### config.mk
export PLATFORM = sky130hd
export DESIGN_NAME = flowgated_uart_tx
export DESIGN_NICKNAME = d
export VERILOG_FILES = /design/src/rtl/flowtx_pkg.sv /design/src/rtl/flowtx_fifo.sv /design/src/rtl/flowtx_ctrl.sv /design/src/rtl/flowtx_shifter.sv /design/src/rtl/flowgated_uart_tx.sv
export SDC_FILE = /design/constraint.sdc
export NUM_CORES = 1
export LEC_CHECK = 0
export BUFFER_PORTS_ARGS = -buffer_cell sky130_fd_sc_hd__buf_2
export CORE_ASPECT_RATIO = 2
export CORE_UTILIZATION = 35
export CTS_BUF_LIST = sky130_fd_sc_hd__clkbuf_4 sky130_fd_sc_hd__clkbuf_8 sky130_fd_sc_hd__clkbuf_16
export DETAILED_ROUTE_END_ITERATION = 10
export GPL_TIMING_DRIVEN = 0
export HOLD_SLACK_MARGIN = 0.1
export PLACE_DENSITY = 0.57
export SYNTH_ARGS = -nofsm -noshare
export SYNTH_HDL_FRONTEND = slang
export SYNTH_SLANG_ARGS = --single-unit
### constraint.sdc
create_clock -name clk -period 2.8 [get_ports clk]
set_input_delay 0.28 -clock clk [delete_from_list [all_inputs] [get_ports clk]]
set_output_delay 0.28 -clock clk [all_outputs]
set_load 0.005 [all_outputs]
### src/rtl/flowtx_pkg.sv
// Package: shared widths and frame construction for the flow-controlled
// transmitter. Assumes 8 data bits, even parity and one stop bit.
package flowtx_pkg;
    localparam int CHAR_W  = 8;
    localparam int FRAME_W = CHAR_W + 3;

    // Frame image, shifted out from bit 0: start, data LSB first, parity, stop
    function automatic logic [FRAME_W-1:0] build_frame(input logic [CHAR_W-1:0] d);
        return {1'b1, ^d, d, 1'b0};
    endfunction
endpackage

### src/rtl/flowtx_fifo.sv
// Module: flowtx_fifo
// Byte queue with occupancy count and a sticky overflow flag.
// Assumes: rd_en is raised only when the queue is not empty, and a clear
// takes priority over a write in the same cycle.
module flowtx_fifo #(
    parameter int DEPTH = 16,
    parameter int W     = 8,
    localparam int CNT_W = $clog2(DEPTH + 1),
    localparam int PTR_W = (DEPTH > 1) ? $clog2(DEPTH) : 1
) (
    input  logic             clk,
    input  logic             rst_n,
    input  logic             wr_en,
    input  logic [W-1:0]     wr_data,
    input  logic             rd_en,
    input  logic             clear,
    output logic [W-1:0]     head,
    output logic [CNT_W-1:0] count,
    output logic             empty,
    output logic             push_ok,
    output logic             ovf
);
    logic [W-1:0]     mem [DEPTH];
    logic [PTR_W-1:0] wr_ptr, rd_ptr;
    logic             full;

    assign full    = (count == CNT_W'(DEPTH));
    assign empty   = (count == '0);
    assign push_ok = wr_en && !clear && !full;
    assign head    = mem[rd_ptr];

    // Advance a pointer with wrap at DEPTH
    function automatic logic [PTR_W-1:0] nxt(input logic [PTR_W-1:0] p);
        return (p == PTR_W'(DEPTH - 1)) ? '0 : p + 1'b1;
    endfunction

    // Storage write for accepted bytes
    always_ff @(posedge clk) begin
        if (push_ok) mem[wr_ptr] <= wr_data;
    end

    // Pointers, count and overflow flag
    always_ff @(posedge clk) begin
        if (!rst_n || clear) begin
            wr_ptr <= '0;
            rd_ptr <= '0;
            count  <= '0;
            ovf    <= 1'b0;
        end else begin
            if (push_ok) wr_ptr <= nxt(wr_ptr);
            if (rd_en)   rd_ptr <= nxt(rd_ptr);
            if (push_ok && !rd_en)      count <= count + 1'b1;
            else if (rd_en && !push_ok) count <= count - 1'b1;
            if (wr_en && full)          ovf   <= 1'b1;
        end
    end


    cnt_limit_chk: assert property (@(posedge clk) disable iff (!rst_n)
        count <= CNT_W'(DEPTH));

    ovf_cause_chk: assert property (@(posedge clk) disable iff (!rst_n)
        $rose(ovf) |-> $past(wr_en && full && !clear));

    clear_empty_chk: assert property (@(posedge clk) disable iff (!rst_n)
        clear |=> (count == '0 && !ovf));
endmodule

### src/rtl/flowtx_ctrl.sv
// Module: flowtx_ctrl
// Start permission from the flow-control inputs, plus the registered
// last-character event. Assumes pop is a single-cycle strobe.
module flowtx_ctrl (
    input  logic clk,
    input  logic rst_n,
    input  logic flow_en,
    input  logic cts,
    input  logic clear,
    input  logic pop,
    input  logic one_left,
    input  logic push_ok,
    output logic start_ok,
    output logic last_taken
);
    // Permission: cts matters only with flow control on; no start during clear
    always_comb begin
        start_ok = (cts || !flow_en) && !clear;
    end

    // Event register: pop that leaves the queue empty with no refill
    always_ff @(posedge clk) begin
        if (!rst_n) last_taken <= 1'b0;
        else        last_taken <= pop && one_left && !push_ok;
    end
endmodule

### src/rtl/flowtx_shifter.sv
// Module: flowtx_shifter
// Frame shift register paced by baud_tick. Loads a new frame when idle or at
// the end of a stop bit, if a byte is available and starting is permitted.
// Assumes baud_tick is a single-cycle pulse.
module flowtx_shifter
    import flowtx_pkg::*;
#(
    localparam int IDX_W = $clog2(FRAME_W)
) (
    input  logic              clk,
    input  logic              rst_n,
    input  logic              tick,
    input  logic              start_ok,
    input  logic              avail,
    input  logic [CHAR_W-1:0] data,
    output logic              pop,
    output logic              txd,
    output logic              busy
);
    localparam logic [IDX_W-1:0] LAST = IDX_W'(FRAME_W - 1);

    logic [FRAME_W-1:0] sh;
    logic [IDX_W-1:0]   idx;
    logic               at_boundary;

    assign at_boundary = !busy || (idx == LAST);
    assign pop         = tick && start_ok && avail && at_boundary;
    assign txd         = sh[0];

    // Frame sequencing: load, shift one bit per tick, drop to idle
    always_ff @(posedge clk) begin
        if (!rst_n) begin
            sh   <= '1;
            idx  <= '0;
            busy <= 1'b0;
        end else if (tick) begin
            if (pop) begin
                sh   <= build_frame(data);
                idx  <= '0;
                busy <= 1'b1;
            end else if (busy && idx == LAST) begin
                sh   <= '1;
                busy <= 1'b0;
            end else if (busy) begin
                sh   <= {1'b1, sh[FRAME_W-1:1]};
                idx  <= idx + 1'b1;
            end
        end
    end


    txd_hold_chk: assert property (@(posedge clk) disable iff (!rst_n)
        !tick |=> $stable(txd));

    no_abort_chk: assert property (@(posedge clk) disable iff (!rst_n)
        (busy && idx != LAST) |=> busy);
endmodule

### src/rtl/flowgated_uart_tx.sv
// Module: flowgated_uart_tx
// Queued serial transmitter with clear-to-send gating at character
// boundaries. Assumes an external baud tick, one pulse per bit time.
module flowgated_uart_tx
    import flowtx_pkg::*;
#(
    parameter int DEPTH = 16,
    localparam int CNT_W = $clog2(DEPTH + 1)
) (
    input  logic              clk,
    input  logic              rst_n,
    input  logic              wr_en,
    input  logic [CHAR_W-1:0] wr_data,
    input  logic              tx_clear,
    input  logic              cts,
    input  logic              flow_en,
    input  logic              baud_tick,
    output logic              txd,
    output logic              q_empty,
    output logic              tx_busy,
    output logic              last_taken,
    output logic              q_overflow
);
    logic [CHAR_W-1:0] head;
    logic [CNT_W-1:0]  count;
    logic              pop, push_ok, start_ok;

    flowtx_fifo #(.DEPTH(DEPTH), .W(CHAR_W)) u_fifo (
        .clk(clk), .rst_n(rst_n), .wr_en(wr_en), .wr_data(wr_data),
        .rd_en(pop), .clear(tx_clear), .head(head), .count(count),
        .empty(q_empty), .push_ok(push_ok), .ovf(q_overflow)
    );

    flowtx_ctrl u_ctrl (
        .clk(clk), .rst_n(rst_n), .flow_en(flow_en), .cts(cts),
        .clear(tx_clear), .pop(pop), .one_left(count == CNT_W'(1)),
        .push_ok(push_ok), .start_ok(start_ok), .last_taken(last_taken)
    );

    flowtx_shifter u_shift (
        .clk(clk), .rst_n(rst_n), .tick(baud_tick), .start_ok(start_ok),
        .avail(!q_empty), .data(head), .pop(pop), .txd(txd), .busy(tx_busy)
    );


    last_ctx_chk: assert property (@(posedge clk) disable iff (!rst_n)
        last_taken |-> (q_empty && tx_busy && !txd));

    start_gate_chk: assert property (@(posedge clk) disable iff (!rst_n)
        $rose(tx_busy) |-> $past(cts || !flow_en));
endmodule

# --- Word level (Yosys, flattened, before mapping) ---
# Memories as Yosys holds them, arrays and structs flattened. A register that Yosys moved wholly into a read port is not among the register bits.
# Index checks and enable logic that the tools add are counted.
word_totals:
  mem_bits_ro: 0
  input_bits: 15
  output_inout_bits: 5
  memories: 1
  word_cells: 68
  mem_bits_rw: 128
  reg_bits: 31
  latchBits: 0
classes:
  order_cmp: 0
  n_reduce_logical: 32
  bitwise_logic: 0
  eq_ne: 6
  mul: 0
  n_mux: 16
  add_sub_neg: 5
  div: 0
  shifts: 0
memory_table:
  columns: ["name", "words", "width", "rd", "rd_clocked_by_memory_dff", "wr", "line", "rtl"]
  rows:
  - ["u_fifo.mem", 16, 8, 1, 1, 1, "flowtx_fifo.sv:23", "logic [W-1:0] mem [DEPTH];"]
ops:
  columns: ["operator", "n"]
  rows:
  - ["$mux 11", 3]
  - ["$mux 4", 7]
  - ["$add 4x1->4 const B", 3]
  - ["$eq 4x4->1 const B", 3]
  - ["$logic_and 1x1->1", 12]
  - ["$mux 5", 2]
  - ["$logic_not 1->1", 8]
  - ["$reduce_xor 8->1", 1]
  - ["$reduce_bool 2->1", 3]
  - ["$add 5x1->5 const B", 1]
  - ["$eq 5x1->1 const B", 1]
  - ["$eq 5x5->1 const B", 1]
  - ["$logic_not 5->1", 1]
  - ["$sub 5x1->5 const B", 1]
  - ["$mux 1", 4]
  - ["$reduce_and 2->1", 2]
  - ["$logic_or 1x1->1", 3]
  - ["$reduce_and 3->1", 1]
  - ["$reduce_bool 3->1", 1]
  - ["$ne 2x2->1 const B", 1]

# --- Longest topological paths before layout ---
depth:
  ltp_word: 9
  depth_mapped: 12
  mapped_depth_nobuf: 11

# --- Cells and area by module ---
# From an unflattened synthesis, not the netlist that was laid out.
hier_totals:
  cells_unflattened: 431
  area_unflattened_um2: 6941.7
by_module_without_submodules:
  columns: ["module", "area_each_um2", "n_inst", "cells_each", "seq_area_each_um2"]
  rows:
  - ["flowtx_fifo", 5933.2, 1, 314, 4204.0]
  - ["flowtx_shifter", 947.2, 1, 110, 300.3]
  - ["flowtx_ctrl", 38.8, 1, 4, 20.0]
  - ["flowgated_uart_tx", 22.5, 1, 3, 0.0]

# --- Worst setup path before layout ---
# OpenSTA, ideal clock, no wires.
synth_path:
  path_type: "register -> register"
  from: "reg u_fifo.count[0]"
  to: "reg u_fifo.count[3]"
  setup_time_ns: 0.128
  t_arrival_ns: 2.904
  period_less_slack_ns: 3.031
  path_slack_ns: -0.231
  path_stages_with_launch: 13
  cell_sequence: "dfxtp_1 inv_1 ha_1 nor4b_1 or4b_4 a21oi_2 inv_1 buf_1 ha_1 or4_1 a21oi_1 xnor2_1 nor2_1"
synth_between:
  elab_chain_cells: 7
synth_lines:
  columns: ["item", "line", "rtl"]
  rows:
  - ["start: declaration", "flowtx_fifo.sv:18", "output logic [CNT_W-1:0] count,"]
  - ["start signal: assignment", "flowtx_fifo.sv:52", "if (push_ok && !rd_en) count <= count + 1'b1;"]
  - ["start signal: assignment", "flowtx_fifo.sv:53", "else if (rd_en && !push_ok) count <= count - 1'b1;"]
  - ["$logic_not 5->1 *", "flowtx_fifo.sv:28", "assign empty = (count == '0);"]
  - ["net q_empty", "flowgated_uart_tx.sv:19", "output logic q_empty,"]
  - ["$logic_not 1->1 *", "flowgated_uart_tx.sv:42", ".avail(!q_empty), .data(head), .pop(pop), .txd(txd), .busy(tx_busy)"]
  - ["$logic_and 1x1->1 * (2 in series)", "flowtx_shifter.sv:27", "assign pop = tick && start_ok && avail && at_boundary;"]
  - ["$logic_not 1->1", "flowtx_fifo.sv:52", null]
  - ["$logic_and 1x1->1", "flowtx_fifo.sv:52", null]
  - ["$mux 5 / $reduce_bool 2->1 (equally long branches)", null, null]
# The timed path passes the listed nets; every way through them passes the cells marked *. The select of a mux whose other input is x is not followed.
# A chain may end at the register's enable or synchronous reset.

# --- Final worst setup path ---
layout_path:
  from: "reg u_fifo.count[0]"
  to: "mem u_fifo.mem[7][6] (enable)"
layout_between:
  elab_chain_cells: 5
layout_lines:
  columns: ["item", "line", "rtl"]
  rows:
  - ["$eq 5x5->1", "flowtx_fifo.sv:27", "assign full = (count == CNT_W'(DEPTH));"]
  - ["$logic_not 1->1", "flowtx_fifo.sv:29", "assign push_ok = wr_en && !clear && !full;"]
  - ["$logic_and 1x1->1", "flowtx_fifo.sv:29", null]
  - ["net push_ok", "flowgated_uart_tx.sv:26", "logic pop, push_ok, start_ok;"]
  - ["$mux 1", "flowtx_fifo.sv:39", "if (push_ok) mem[wr_ptr] <= wr_data;"]
  - ["$mux 1 (not written as such)", "flowtx_fifo.sv:39", null]
  - ["end: declaration", "flowtx_fifo.sv:23", null]
# The timed path passes the listed nets, and every way through them passes these cells.

==> qor.csv <==
metric;value;unit
ys_seq_elements;162;
synth_edf_count;128;
synth_most_common_cell;edfxtp_1;
synth-main-ff-cell;edfxtp_1;
die_w;98.9;um
multi_input_area;1990;um^2
power_leakage;2.51;nW
syn_nets;429;
io_pins;20;
post_drt_wl_per_cell;20.7;um
firstDrtPassIters;7;
tightestPinTransition;0.796;ns
vias_per_cell;5.28;
fillers;1650;
yosysTopAreaCell;edfxtp_1;
synth_area;6570;um^2
nets;471;
combPwrFrac;4.6;%
hold_depth;3;
place.port_buffers;19;
netlist_top_cells_count;edfxtp_1, nand2_1, dfxtp_1, nor2_1, mux4_2;
critical_path_class;flop to flop;
cts_tree;built;
diodes;0;
core_area;18300;um^2
yosysSeqAreaShare;68.9;%
drt_wl_total;13900;um
rr_worst_depth;7;
global_route.overflow_total;0;
syn_area_per_cell;16.3;um^2
grt_pass1_wl;21700;um
clk_pin_slew_worst_paths;0.06;ns
clock-sinks;162;
place_congestion;0.738;
die_y;196;um
required;2.85;ns
synth_area_leaders;edfxtp_1, dfxtp_1, mux4_2;
final_antenna_net_count;0;
utilization;41.9;%
period_share;98.0;%
antenna_found_initial;0;
p_seq_share;50.4;%
hold_viol;0;
fin_worst_skew;0.00682;ns
p_sw_share;20.9;%
clkPwrFrac;45.1;%
fin_cells;673;
min_path_type;primary input to flop;
placed_cells;637;
die_area;19400;um^2
finalSetupViolCount;0;
postSynthCellCount;402;
violations;DRC;
crit_fanout;8;
dp.final_hpwl;9890;um
gr-usage-all-layers;15.7;%
grt_pass1_vias;3825;
final_max_slew_viol_count;0;
cp-start-kind;flop;
endpoint_kind;flop;
grt_max_degree;17;
ys_async_sr_fraction;0;%
slew_headroom;46.7;%
ctsRootBufferMaster;clkbuf_16;
initial_core_util;35.9;%
clk-insertion-delay-late;0.42;ns
ys_types;45;
min_period;2.75;ns
synth_top_area_share;58.5;%
p_int;4.14;mW
numCtsBuffers;17;
vias;3554;
yosysWarnings;0;
cellPowerDensity;682;nW/um^2
fp-row-count;70;
status;finished with violations;
fmax;364;MHz
drive_above_1_share;23.6;%
cts_buffer_depth;2;
cp.arrival;2.79;ns
seqCellArea;4530;um^2
syn_to_final_growth;16.7;%
ir_worst_vdd;0.402;mV
rsz0062_at_grt;true;
maxCapViolations;0;
drc_errors;1;
cts_htree_levels;4;
initialDrtViolationCount;178;
switching_power;1.09;mW
state kept, by name (all words and copies together) (netlist names), named ones only:
| signal | count |
|---|---|
| u_ctrl.last_taken | 1 |
| u_fifo.count | 5 |
| u_fifo.wr_ptr | 4 |
| u_fifo.rd_ptr | 4 |
| u_fifo.ovf | 1 |
| u_fifo.mem | 128 |
| u_shift.idx | 4 |
| u_shift.sh | 10 |
| u_shift.busy | 1 |
per-layer routing:
| layer | part of all wire (%) | vias to the layer above | GRT usage, % | wire (um) |
|---|---|---|---|---|
| li1 | - | 1663 | - | - |
| met1 | 36 | 1799 | 15.0 | 5010 |
| met2 | 57 | 63 | 29.6 | 7900 |
| met3 | 2.1 | 29 | 2.85 | 292 |
| met4 | 5.2 | 0 | 10.4 | 727 |
| met5 | 0 | - | 0 | 0 |
logic make-up after synthesis:
family | synth area share (%)
flip-flops | 68.9
AND/OR/NAND/NOR | 6.87
AO/OA/AOI/OAI | 5.88
multiplexers | 11.9
buffers and inverters | 2.19
XOR/XNOR | 2.00
adder cells (fa/ha/maj) | 2.29
worst max-delay path, stage by stage, from the launching register on:
cell and delay, ns:
dfxtp_4 0.37, inv_1 0.07, ha_2 0.20, nand3_1 0.10
nand2_1 0.08, nor2_1 0.51, nand2_1 0.35, nor2_1 0.70
power groups by stage:
stage               Sequential (mW)  Combinational [mW]  Clock, mW
global route                   2.64               0.265       2.48
detailed placement             2.69               0.233          0
floorplan                      2.68               0.148          0
global placement               2.68               0.224          0
CTS                            2.63               0.236       2.40
finish                         2.63               0.238       2.36
final timing paths:
path                    from          endpoint  slack [ns]
max reg2reg  u_fifo.count[0]  u_fifo.mem[7][6]        0.05
min reg2reg       u_fifo.ovf        u_fifo.ovf        0.49
max          u_fifo.count[0]  u_fifo.mem[7][6]        0.05
min                    wr_en  u_fifo.wr_ptr[1]        0.16
area by class of cell:
type                       count  share of cell area, %
buffer                        16                   1.53
clock buffer                  19                   5.75
clock inverter                13                   2.07
inverter                       6                  0.359
multi-input combinational    217                   26.0
sequential                   162                   59.1
tap                          216                   3.53
timing repair buffer          24                   1.73
per-stage QoR:
step	setup slack [ns]	instance area (um^2)	hold WS [ns]	setup TNS [ns]	power [mW]
finish	0.0548	7670	0.157	0	5.23
global route	-0.166	7670	0.159	-4.88	5.38
CTS	0.0220	7600	0.141	0	5.27
detailed placement	-0.384	6970	0.477	-10.71	2.92
global placement	-0.331	6970	0.450	-8.92	2.91
floorplan	0.0167	6600	0.379	0	2.83
repair_timing:
item	in CTS	in global routing
cloned	0	0
setup endpoints to repair	35	131
pin swaps	1	1
buffers inserted	2	3
hold buffers	0	0
gates resized for setup	6	15
placed cells by master (no fill, tap or decap), types with 4 or more instances in the layout:
cell and count:
xor2_1 6, clkbuf_16 17, nand2_1 37, mux4_2 21
edfxtp_1 128, inv_1 5, nor2_2 9, a21oi_1 13
o211ai_1 8, nor2b_1 5, o22ai_1 8, clkinvlp_4 4
buf_4 7, a22oi_1 16, buf_2 21, nor2_1 21
dfxtp_1 32, xnor2_1 9, mux4_1 11, ha_1 10
nand3_1 4
(Power assumes the default switching activity.)
